[src/rtl/cme_pkg.sv]
package cme_pkg;
  typedef enum logic [2:0] {
    FN_IDX_WBINV = 3'd0,
    FN_IDX_LDTAG = 3'd1,
    FN_IDX_STTAG = 3'd2,
    FN_CDE       = 3'd3,
    FN_HIT_INV   = 3'd4,
    FN_HIT_WBINV = 3'd5,
    FN_HIT_WB    = 3'd6,
    FN_HIT_SETV  = 3'd7
  } cme_fn_e;

  localparam logic [1:0] TGT_PDATA = 2'd1;

  typedef enum logic [1:0] {ST_IDLE, ST_EXEC, ST_WB} cme_state_e;
endpackage

[src/rtl/cme_tag_array.sv]
module cme_tag_array #(
  parameter int TAG_W = 8,
  parameter int IDX_W = 2
) (
  input  logic             clk,
  input  logic             rst_n,
  input  logic [IDX_W-1:0] rd_idx,
  output logic [TAG_W+2:0] rd_line0,
  output logic [TAG_W+2:0] rd_line1,
  output logic             rd_lru,
  input  logic             wr_en,
  input  logic [IDX_W-1:0] wr_idx,
  input  logic             wr_way,
  input  logic [TAG_W-1:0] wr_tag,
  input  logic             wr_valid,
  input  logic             wr_dirty,
  input  logic             lru_we,
  input  logic             lru_val
);
  localparam int SETS = 1 << IDX_W;
  localparam int LW   = TAG_W + 3;

  logic [LW-1:0]   line0_q [SETS];
  logic [LW-1:0]   line1_q [SETS];
  logic [SETS-1:0] lru_q;
  logic [LW-1:0]   wr_line;

  // parity bit keeps the tag field at even total weight
  assign wr_line = {^wr_tag, wr_dirty, wr_valid, wr_tag};

  for (genvar s = 0; s < SETS; s++) begin : g_set
    always_ff @(posedge clk) begin
      if (!rst_n) begin
        line0_q[s] <= '0;
        line1_q[s] <= '0;
        lru_q[s]   <= 1'b0;
      end else begin
        if (wr_en && wr_idx == IDX_W'(s) && !wr_way) line0_q[s] <= wr_line;
        if (wr_en && wr_idx == IDX_W'(s) &&  wr_way) line1_q[s] <= wr_line;
        if (lru_we && wr_idx == IDX_W'(s))           lru_q[s]   <= lru_val;
      end
    end
  end

  assign rd_line0 = line0_q[rd_idx];
  assign rd_line1 = line1_q[rd_idx];
  assign rd_lru   = lru_q[rd_idx];
endmodule

[src/rtl/cme_lookup.sv]
module cme_lookup #(
  parameter int TAG_W = 8
) (
  input  logic [TAG_W:0]   way0,
  input  logic [TAG_W:0]   way1,
  input  logic [TAG_W-1:0] tag,
  output logic             hit,
  output logic             hit_way
);
  logic m0, m1;
  assign m0      = way0[TAG_W] && (way0[TAG_W-1:0] == tag);
  assign m1      = way1[TAG_W] && (way1[TAG_W-1:0] == tag);
  assign hit     = m0 || m1;
  assign hit_way = !m0;
endmodule

[src/rtl/cme_ctrl.sv]
module cme_ctrl
  import cme_pkg::*;
#(
  parameter int TAG_W = 8,
  parameter int IDX_W = 2
) (
  input  logic                   clk,
  input  logic                   rst_n,
  input  logic                   cmd_valid,
  input  logic [4:0]             cmd_op,
  input  logic [TAG_W+IDX_W-1:0] cmd_addr,
  output logic                   cmd_ready,
  output logic                   busy,
  output logic                   done,
  output logic                   wb_valid,
  input  logic                   wb_ready,
  output logic [TAG_W+IDX_W-1:0] wb_addr,
  output logic [IDX_W-1:0]       idx,
  output logic [TAG_W-1:0]       atag,
  input  logic [TAG_W+2:0]       line0,
  input  logic [TAG_W+2:0]       line1,
  input  logic                   lru,
  input  logic                   hit,
  input  logic                   hit_way,
  input  logic [TAG_W+1:0]       stage,
  output logic                   wr_en,
  output logic                   wr_way,
  output logic [TAG_W-1:0]       wr_tag,
  output logic                   wr_valid,
  output logic                   wr_dirty,
  output logic                   lru_we,
  output logic                   lru_val,
  output logic                   tl_load,
  output logic [TAG_W+2:0]       tl_data
);
  localparam int AW = TAG_W + IDX_W;

  cme_state_e    state_q;
  logic [4:0]    op_q;
  logic [AW-1:0] addr_q;
  cme_fn_e       fn;
  logic          mine, hit_kind, act, wb_kind, need_wb, commit;
  logic [TAG_W+2:0] line;
  logic [TAG_W-1:0] ltag;
  logic          lv, ld;

  assign fn       = cme_fn_e'(op_q[4:2]);
  assign mine     = (op_q[1:0] == TGT_PDATA);
  assign idx      = addr_q[IDX_W-1:0];
  assign atag     = addr_q[AW-1:IDX_W];
  assign hit_kind = (fn == FN_HIT_INV) || (fn == FN_HIT_WBINV) || (fn == FN_HIT_WB);

  always_comb begin
    if (fn == FN_IDX_WBINV || fn == FN_IDX_LDTAG || fn == FN_IDX_STTAG) wr_way = addr_q[IDX_W];
    else if (fn == FN_CDE) wr_way = hit ? hit_way : lru;
    else wr_way = hit_way;
  end

  assign line    = wr_way ? line1 : line0;
  assign ltag    = line[TAG_W-1:0];
  assign lv      = line[TAG_W];
  assign ld      = line[TAG_W+1];
  assign act     = mine && (fn != FN_HIT_SETV) && (hit_kind ? hit : 1'b1);
  assign wb_kind = (fn == FN_IDX_WBINV) || (fn == FN_HIT_WBINV) || (fn == FN_HIT_WB)
                   || (fn == FN_CDE && !hit);
  assign need_wb = act && lv && ld && wb_kind;
  assign commit  = (state_q == ST_EXEC && !need_wb) || (state_q == ST_WB && wb_ready);

  assign wr_en   = commit && act && (fn != FN_IDX_LDTAG);
  assign tl_load = commit && act && (fn == FN_IDX_LDTAG);
  assign tl_data = line;
  assign lru_we  = commit && act && (fn == FN_IDX_STTAG || fn == FN_CDE);
  assign lru_val = (fn == FN_CDE) ? !wr_way : 1'b0;

  always_comb begin
    wr_tag   = ltag;
    wr_valid = lv;
    wr_dirty = ld;
    case (fn)
      FN_IDX_WBINV, FN_HIT_INV, FN_HIT_WBINV: begin
        wr_valid = 1'b0;
        wr_dirty = 1'b0;
      end
      FN_IDX_STTAG: begin
        wr_tag   = stage[TAG_W-1:0];
        wr_valid = stage[TAG_W];
        wr_dirty = stage[TAG_W+1];
      end
      FN_CDE: begin
        wr_tag   = atag;
        wr_valid = 1'b1;
        wr_dirty = 1'b1;
      end
      FN_HIT_WB: wr_dirty = 1'b0;
      default: ;
    endcase
  end

  assign cmd_ready = (state_q == ST_IDLE);
  assign busy      = (state_q != ST_IDLE);
  assign wb_valid  = (state_q == ST_WB);
  assign wb_addr   = {ltag, idx};

  always_ff @(posedge clk) begin
    if (!rst_n) begin
      state_q <= ST_IDLE;
      op_q    <= '0;
      addr_q  <= '0;
      done    <= 1'b0;
    end else begin
      done <= 1'b0;
      case (state_q)
        ST_IDLE: if (cmd_valid) begin
          op_q    <= cmd_op;
          addr_q  <= cmd_addr;
          state_q <= ST_EXEC;
        end
        ST_EXEC: begin
          state_q <= need_wb ? ST_WB : ST_IDLE;
          done    <= !need_wb;
        end
        ST_WB: if (wb_ready) begin
          state_q <= ST_IDLE;
          done    <= 1'b1;
        end
        default: state_q <= ST_IDLE;
      endcase
    end
  end
endmodule

[src/rtl/cme_engine.sv]
module cme_engine #(
  parameter int TAG_W = 8,
  parameter int IDX_W = 2
) (
  input  logic                   clk,
  input  logic                   rst_n,
  input  logic                   cmd_valid,
  output logic                   cmd_ready,
  input  logic [4:0]             cmd_op,
  input  logic [TAG_W+IDX_W-1:0] cmd_addr,
  output logic                   busy,
  output logic                   done,
  output logic                   wb_valid,
  input  logic                   wb_ready,
  output logic [TAG_W+IDX_W-1:0] wb_addr,
  input  logic                   taglo_we,
  input  logic [TAG_W+2:0]       taglo_wdata,
  output logic [TAG_W+2:0]       taglo_rdata
);
  localparam int LW = TAG_W + 3;

  logic [IDX_W-1:0] idx;
  logic [TAG_W-1:0] atag, wr_tag;
  logic [LW-1:0]    line0, line1, tl_data, stage_q;
  logic lru, hit, hit_way, wr_en, wr_way, wr_valid, wr_dirty, lru_we, lru_val, tl_load;

  cme_tag_array #(.TAG_W(TAG_W), .IDX_W(IDX_W)) u_array (
    .clk(clk), .rst_n(rst_n), .rd_idx(idx), .rd_line0(line0), .rd_line1(line1),
    .rd_lru(lru), .wr_en(wr_en), .wr_idx(idx), .wr_way(wr_way), .wr_tag(wr_tag),
    .wr_valid(wr_valid), .wr_dirty(wr_dirty), .lru_we(lru_we), .lru_val(lru_val)
  );

  cme_lookup #(.TAG_W(TAG_W)) u_lookup (
    .way0(line0[TAG_W:0]), .way1(line1[TAG_W:0]), .tag(atag),
    .hit(hit), .hit_way(hit_way)
  );

  cme_ctrl #(.TAG_W(TAG_W), .IDX_W(IDX_W)) u_ctrl (
    .clk(clk), .rst_n(rst_n), .cmd_valid(cmd_valid), .cmd_op(cmd_op),
    .cmd_addr(cmd_addr), .cmd_ready(cmd_ready), .busy(busy), .done(done),
    .wb_valid(wb_valid), .wb_ready(wb_ready), .wb_addr(wb_addr), .idx(idx),
    .atag(atag), .line0(line0), .line1(line1), .lru(lru), .hit(hit),
    .hit_way(hit_way), .stage(stage_q[TAG_W+1:0]), .wr_en(wr_en),
    .wr_way(wr_way), .wr_tag(wr_tag), .wr_valid(wr_valid), .wr_dirty(wr_dirty),
    .lru_we(lru_we), .lru_val(lru_val), .tl_load(tl_load), .tl_data(tl_data)
  );

  // staging register: engine load wins; software writes only when idle
  always_ff @(posedge clk) begin
    if (!rst_n)                 stage_q <= '0;
    else if (tl_load)           stage_q <= tl_data;
    else if (taglo_we && !busy) stage_q <= taglo_wdata;
  end

  assign taglo_rdata = stage_q;
endmodule

[config.mk]
export PLATFORM = sky130hd
export DESIGN_NAME = cme_engine
export DESIGN_NICKNAME = d
export VERILOG_FILES = /design/src/rtl/cme_pkg.sv /design/src/rtl/cme_tag_array.sv /design/src/rtl/cme_lookup.sv /design/src/rtl/cme_ctrl.sv /design/src/rtl/cme_engine.sv
export SDC_FILE = /design/constraint.sdc
export NUM_CORES = 1
export LEC_CHECK = 0
export BUFFER_PORTS_ARGS = -buffer_cell sky130_fd_sc_hd__clkbuf_2
export CAP_MARGIN = 20
export CORE_MARGIN = 3
export CORE_UTILIZATION = 56
export DETAILED_ROUTE_END_ITERATION = 10
export PLACE_DENSITY = 0.76
export SKIP_CTS_REPAIR_TIMING = 1
export SLEW_MARGIN = 20
export SYNTH_ARGS = -nofsm -noshare
export SYNTH_HDL_FRONTEND = slang
export SYNTH_SLANG_ARGS = --single-unit
[constraint.sdc]
create_clock -name clk -period 6.1 [get_ports clk]
set_input_delay 0.61 -clock clk [delete_from_list [all_inputs] [get_ports clk]]
set_output_delay 0.61 -clock clk [all_outputs]
set_load 0.05 [all_outputs]
**Word level (Yosys, flattened, before mapping)**

Memory sizes are Yosys's and may differ from the RTL's. A register that Yosys moved wholly into a read port is not among the register bits.
Cells that the tools add are included.

- Register bits: 33
- RAM bits: 88
- Output and inout bits: 25
- Logic and storage cells: 150
- Memories kept: 2

- Magnitude comparators: 1
- Eq/ne operators: 18
- Mux-type cells: 56
- Bitwise operators: 8
- Reduce and logical (&&, ||, !) cells: 56

Memory list:

| memory | words | bits a word | rd ports | clocked after memory_dff | write ports | line | RTL |
|---|---|---|---|---|---|---|---|
| u_array.line0_q | 4 | 11 | 1 | 1 | 4 | cme_tag_array.sv:23 | `logic [LW-1:0] line0_q [SETS];` |
| u_array.line1_q | 4 | 11 | 1 | 1 | 4 | cme_tag_array.sv:24 | `logic [LW-1:0] line1_q [SETS];` |

Operators with widths:

| operator | count |
|---|---|
| 11-bit 2-to-1 mux | 11 |
| 1-bit 2-to-1 mux | 32 |
| 1-bit logical AND | 31 |
| 8-bit == test | 2 |
| 8-bit one-hot mux with 2 select lines | 1 |
| 2-bit 2-to-1 mux | 7 |
| 1-bit logical OR | 10 |
| 3-bit == test (second input constant) | 3 |
| 1-bit bitwise OR | 8 |
| 8-bit XOR reduction | 1 |
| 2-bit by 1-bit == test with 1-bit output (second input constant) | 3 |
| 2-bit == test (second input constant) | 3 |
| 3-bit by 2-bit == test with 1-bit output (second input constant) | 2 |
| 1-bit one-hot mux with 3 select lines | 2 |
| 2-bit one-hot mux with 3 select lines | 1 |
| 1-bit zero test | 5 |
| 2-bit zero test | 2 |
| 2-bit AND reduction | 2 |
| 2-bit nonzero test | 2 |
| 4-bit OR reduction | 1 |
| 3-bit by 1-bit == test with 1-bit output (second input constant) | 1 |
| 3-bit zero test | 1 |
| 2-bit by 3-bit < comparator with 1-bit output (second input constant) | 1 |
| 3-bit by 1-bit inequality test with 1-bit output (second input constant) | 1 |
| 6 further kinds | 6 |

**Logic depth before layout (Yosys ltp)**

Gate-level depths: netlist of the first run.

- Depth after elaboration: 21
- Depth in mapped cells: 16
- Gate-level depth less buffers: 11

**Modules after synthesis**

Synthesis of the first run repeated with hierarchy kept, for this count alone.

- Cell total of the unflattened synthesis: 507
- Area, all modules: 6,203.4 µm²

Modules (own cells, without submodules):

| module | times used | cells each | area each (µm²) |
|---|---|---|---|
| cme_tag_array | 1 | 254 | 4,096.4 |
| cme_ctrl | 1 | 181 | 1,426.4 |
| cme_engine | 1 | 50 | 489.2 |
| cme_lookup | 1 | 22 | 191.4 |

**Worst setup path after synthesis of the first run**

OpenSTA, ideal clock, no wires.

- Path type: reg2reg
- From: register with a tool-made name
- To: memory u_array.line1_q[1][0] in the netlist's numbering, enable pin
- Data arrival time: 3,996 ps
- Data required time: 5,706 ps
- Setup slack: 1,710 ps
- Cell stages (with the launch flop): 14
- Path buffers: 3
- Period minus slack after synthesis: 4,390 ps
- Cells stage by stage: dfxtp_1 -> buf_6 -> mux4_1 -> xnor2_1 -> nand3_1 -> or4_4 -> a221oi_4 -> buf_6 -> nor2_1 -> o211ai_1 -> a22o_1 -> buf_2 -> nand3_1 -> o21ai_0

RTL lines:

| item | line |
|---|---|
| end, declared | cme_tag_array.sv:24 |

==> results of run 1 <==
[state kept, by name, indices dropped and copies added (netlist names), named ones only]
signal / cells
u_array.line0_q: 44
taglo_rdata: 11
u_array.line1_q: 44
u_ctrl.state_q: 2
u_ctrl.done: 1
u_array.lru_q: 4
u_ctrl.addr_q: 10
u_ctrl.op_q: 5
[report_power, final]
| group | internal [W] | switching, W | total, W |
|---|---|---|---|
| combinational | 0.000119 | 0.000229 | 0.000349 |
| clock | 0.000634 | 0.000355 | 0.000989 |
| sequential | 0.000926 | 0.0000274 | 0.000953 |
[layout by cell type (no fill, tap or decap), drive strengths merged]
cell type and count:
clkinv 2, nand4b 4, bufinv 1, a221oi 1, inv 7, nand4 6, diode 1, nand2 62
buf 13, a211o 1, nand2b 5, a22o 1, edfxtp 88, a311oi 11, o21a 1, xnor2 24
or4 1, a211oi 2, nand3b 1, nor2 111, a21oi 19, dfxtp 35, and2 3, maj3 1
nor4 1, nor2b 4, o211ai 1, o21ai 20, mux2i 15, mux2 10, nand3 19, a22oi 1
nor3b 1, a31oi 1, clkbuf 83, ha 3, mux4 22, nor3 3, and3 5
[worst paths after layout]
path,startpoint,endpoint,slack (ns),depth (start not counted)
setup / recovery,flip-flop,u_array.line0_q[1][10],1.13,12
hold / removal,cmd_op[1],u_ctrl.op_q[1],0.31,3
setup reg to reg,flip-flop,u_array.line0_q[1][10],1.13,12
hold reg to reg,u_ctrl.op_q[0],u_ctrl.op_q[0],0.47,2
[cells in the mapped netlist, drive strengths merged (2+ instances only)]
library cell / n
o21ai: 20
dfxtp: 35
nand2b: 5
buf: 17
clkbuf: 18
nand3: 19
nand4: 6
mux2: 10
nor3: 3
mux4: 22
nand2: 62
a211oi: 2
ha: 3
edfxtp: 88
and3: 5
nor2b: 4
nor2: 111
a311oi: 11
xnor2: 24
a21oi: 19
and2: 3
mux2i: 15
inv: 6
nand4b: 4
[through the flow]
step	setup WS, ns	area (um^2)	std cells	utilization, %	power [W]
3_3_place_gp	1.29	6390	693	61.6	0.00130
6_report	1.13	6980	726	67.3	0.00229
4_1_cts	1.13	6980	725	67.3	0.00229
2_1_floorplan	1.71	6010	524	-	0.00122
3_5_place_dp	1.16	6390	693	61.6	0.00131
5_1_grt	0.861	6980	726	67.3	0.00236
[metal layers]
layer / up-vias / global-route usage, %
met5: - / 0
met4: 0 / 11.8
met3: 43 / 6.99
met2: 210 / 42.6
met1: 2154 / 35.1
li1: 1996 / -
[kinds of logic (layout without fill, tap and decap cells)]
| kind of cell | count (synthesis) | in the layout |
|---|---|---|
| compound gates | 59 | 59 |
| simple gates | 226 | 226 |
| xor+xnor | 24 | 24 |
| flops | 123 | 123 |
| fa+ha+maj | 4 | 4 |
| mux | 47 | 47 |
| buf+inv | 41 | 106 |
| other cells | 0 | 1 |
[worst register-to-register path: cells and delay by family (launching register included)]
family | cells | cell delay (ns)
AO/OA/AOI/OAI | 2 | 0.80
multiplexers | 2 | 1.12
flip-flops | 1 | 0.80
XOR/XNOR | 4 | 0.90
AND/OR/NAND/NOR | 3 | 0.78
buffers and inverters | 1 | 0.32
[layout make-up]
cell class / instances / share of cell area, %
Multi-Input combinational cell: 360 / 35.6
Inverter: 6 / 0.323
Clock buffer: 28 / 7.70
Antenna cell: 1 / 0.0358
Clock inverter: 4 / 0.717
Timing Repair Buffer: 68 / 5.34
Sequential cell: 123 / 47.9
Tap cell: 136 / 2.44
==> results.json, run 1 <==
{
  "status": "finished, final reports clean",
  "fp.dieArea_um2": 12000,
  "core_area_um2": 10400,
  "grt_pass1_wl_um": 23500,
  "totalWireLength_um": 15200,
  "gp_congestion": 0.915,
  "yosys_most_used_dff": "edfxtp_1",
  "route.met2.wl_um": 7130,
  "max_stage_delay_ns": 0.80,
  "drc_errors": 0,
  "path_cells": "mux4_1, xnor2_1, nand3_1, or4_4, a221oi_4, buf_4, mux2_2, o21ai_2, xnor2_1, xnor2_1, xnor2_2, nor2_1",
  "setup_viol_count_final": 0,
  "root_buffer": "clkbuf_8",
  "endpoint_kind": "flip-flop",
  "num_io_pins": 56,
  "rows": 37,
  "grtUsageTotal_pct": 26.9,
  "max_slew_margin_pct": 25.9,
  "syn_area_um2": 6010,
  "synth_top_area_share_pct": 44.0,
  "fin_crit_sh_pct": 81.5,
  "gr-total-overflow": 0,
  "fmax_mhz": 201,
  "clk_latency_ns": 0.52,
  "vias_per_cell": 6.06,
  "die_w_um": 110,
  "finClkSkew_ns": 0.0105,
  "critPathKind": "reg -> reg",
  "htreeDepth": 4,
  "n_fill_cell": 756,
  "hold_class": "in -> reg",
  "yosysTopAreaCell": "edfxtp_1",
  "seqCellArea_um2": 3340,
  "grt_max_degree": 32,
  "cpLargestDelayFamily": "multiplexers",
  "drtAntennaViolNets": 0,
  "drive_gt1_share_pct": 22.6,
  "power.density_nw_per_um2": 328,
  "area_growth_pct": 16.2,
  "clk_pin_slew_ns": 0.06,
  "ys.warnings.count": 0,
  "grt_pass1_vias": 4427,
  "ys_ff_latch": 123,
  "cts.sinks": 123,
  "arrival_ns": 5.22,
  "antenna_found_initial": 1,
  "synth_xor_area_share_pct": 3.75,
  "fin_crit_ns": 4.97,
  "startpoint_type": "flip-flop",
  "first_pass_iters": 5,
  "crit_required_ns": 6.35,
  "cts_tree": "done",
  "met3_length_um": 1410,
  "cp_num_buf_inv": 1,
  "clockBufferDepth": 2,
  "synth_cell_types": 47,
  "cap_violations": 0,
  "die_h_um": 110,
  "async_reset_ff_share_pct": 0,
  "yosysSeqAreaShare_pct": 55.6,
  "worst_pin_slew_ns": 1.11,
  "synth_adder_area_share_pct": 0.791,
  "slowest_stage": "dfxtp_1",
  "multi_input_area_um2": 2480,
  "synth.area.mux_share_pct": 13.4,
  "syn_inst": 524,
  "synth.area.top_cells": "edfxtp_1, dfxtp_1, nor2_1",
  "synth_edf_count": 88,
  "met1_length_um": 6100,
  "tns_ns": 0,
  "cp_max_fo": 17,
  "final_nets": 610,
  "top_layer": "met4",
  "cpMostUsedCell": "xnor2_1",
  "syn_nets": 558,
  "io_buffers": 55,
  "wl_per_cell_um": 21.0,
  "synth-compound-area-share_pct": 7.06,
  "holdWs_ns": 0.307,
  "dp_hpwl_um": 10400,
  "synthSimpleGateAreaFrac_pct": 16.2,
  "num_vias": 4403,
  "grt_setup_unrepaired": "false",
  "maxSlewViolCount": 0,
  "hold_violations": 0,
  "leakage_nw": 2.62,
  "initial_core_util_pct": 58.0,
  "ir_drop_uv": 160,
  "drt_iter0_markers": 503,
  "synth_top_family_by_area": "simple AND/OR/NAND/NOR gates",
  "numCtsBuffers": 17,
  "syn-mean-instance-area_um2": 11.5
}
Power figures use the tool's default switching activity.
==> run 2, diff against run 1 <==
- clock period: 6.1 -> 4.6 ns (I/O delays scaled with it)
==> results.json, run 2 (synthesis results as in run 1) <==
{
  "fin_crit_ns": 4.26,
  "die_w_um": 110,
  "vias_per_cell": 5.89,
  "internal_power_w": 0.00206,
  "p_clk_share_pct": 38.9,
  "clk_latency_ns": 0.53,
  "final_nets": 631,
  "max_slew_margin_pct": 36.4,
  "gr-total-overflow": 0,
  "leakage_nw": 2.66,
  "totalWireLength_um": 15100,
  "root_buffer": "clkbuf_8",
  "setup_viol_count_final": 0,
  "cts_tree": "done",
  "cp_num_buf_inv": 2,
  "grt_pass1_wl_um": 23300,
  "layout_common_cells": "nor2_1, edfxtp_1, nand2_1",
  "swShare_pct": 28.6,
  "drive_gt1_share_pct": 25.8,
  "startpoint_type": "flip-flop",
  "num_io_pins": 56,
  "endpoint_kind": "flip-flop",
  "first_pass_iters": 5,
  "arrival_ns": 4.51,
  "cp_max_fo": 9,
  "worst_pin_slew_ns": 0.953,
  "wl_per_cell_um": 20.3,
  "clockBufferDepth": 2,
  "multi_input_area_um2": 2480,
  "pwr-share-seq_pct": 43.6,
  "critPathKind": "reg -> reg",
  "die_h_um": 110,
  "ir_drop_uv": 225,
  "htreeDepth": 4,
  "power.density_nw_per_um2": 409,
  "maxSlewViolCount": 0,
  "hold_class": "in -> reg",
  "fp.dieArea_um2": 12000,
  "area_growth_pct": 17.5,
  "combPwrFrac_pct": 17.5,
  "rows": 37,
  "seqCellArea_um2": 3340,
  "final_common_cell": "nor2_1",
  "max_stage_delay_ns": 0.55,
  "slowest_stage": "mux4_2",
  "num_vias": 4385,
  "tns_ns": 0,
  "grtUsageTotal_pct": 26.9,
  "hold_violations": 0,
  "diodes": 0,
  "fin_crit_sh_pct": 92.5,
  "drc_errors": 0,
  "path_cells": "buf_4, mux4_2, xnor2_1, nand2_1, or4_4, a221oi_4, buf_4, mux2i_2, o21ai_4, xnor2_1, xnor2_2, xnor2_2, nor2_1",
  "initial_core_util_pct": 58.0,
  "placed_cell_area_um2": 6560,
  "drtAntennaViolNets": 0,
  "final_cell_area_um2": 7070,
  "grt_pass1_vias": 4237,
  "n_fill_cell": 775,
  "dp_hpwl_um": 10900,
  "clk_pin_slew_ns": 0.06,
  "grt_max_degree": 32,
  "cts.sinks": 123,
  "core_area_um2": 10400,
  "fmax_mhz": 235,
  "finClkSkew_ns": 0.0131,
  "p_switching_w": 0.000824,
  "status": "finished, final reports clean",
  "crit_required_ns": 4.85,
  "gp_congestion": 0.954,
  "drt_iter0_markers": 555,
  "numCtsBuffers": 17,
  "cpLargestDelayFamily": "multiplexers",
  "antenna_found_initial": 0,
  "io_buffers": 55,
  "cap_violations": 0,
  "grt_setup_unrepaired": "false"
}
## run 2: cell type report
type | count | share of cell area, %
sequential | 123 | 47.3
inverter | 6 | 0.319
tap | 136 | 2.41
clock inverter | 11 | 1.08
multi-input combinational | 360 | 35.2
timing repair buffer | 89 | 7.72
clock buffer | 19 | 5.97
## run 2: power by group through the flow
stage / registers, W / clock network (W) / logic, W
floorplan: 0.00129 / 0 / 0.000331
global placement: 0.00128 / 0 / 0.000489
detailed placement: 0.00128 / 0 / 0.000496
CTS: 0.00126 / 0.00114 / 0.000501
global route: 0.00126 / 0.00118 / 0.000538
finish: 0.00126 / 0.00112 / 0.000504
## run 2: layer usage
layer  routed length, um  part of all wire (%)  GRT usage, %
met3                 987                   6.5          5.52
met4                 190                   1.3          8.28
met5                   0                     0             0
met2                7460                    49          44.4
met1                6490                    43          35.9
## run 2: final timing paths
path	startpoint	end	slack, ns	cells past startpoint
worst max-delay path	flip-flop	u_array.line1_q[0][10]	0.34	13
worst max register to register	flip-flop	u_array.line1_q[0][10]	0.34	13
worst min register to register	u_ctrl.op_q[0]	u_ctrl.op_q[0]	0.47	2
worst min-delay path	cmd_op[2]	u_ctrl.op_q[2]	0.16	3
## run 2: stage by stage
step	total power (W)	worst slack (ns)	util (%)	hold slack, ns	cells
after global placement	0.00177	0.254	63.3	0.454	714
after floorplan	0.00162	0.210	-	0.445	524
final	0.00289	0.343	68.1	0.161	744
after detailed placement	0.00178	0.224	63.3	0.463	714
after CTS	0.00289	0.180	68.1	0.143	744
after global routing	0.00298	0.0867	68.1	0.155	744
## run 2: worst reg2reg max path: cells and delay by family, from the launching register on
family	cells	cell delay (ns)
multiplexers	2	0.98
XOR/XNOR	4	0.94
AND/OR/NAND/NOR	3	0.72
flip-flops	1	0.47
AO/OA/AOI/OAI	2	0.45
buffers and inverters	2	0.42
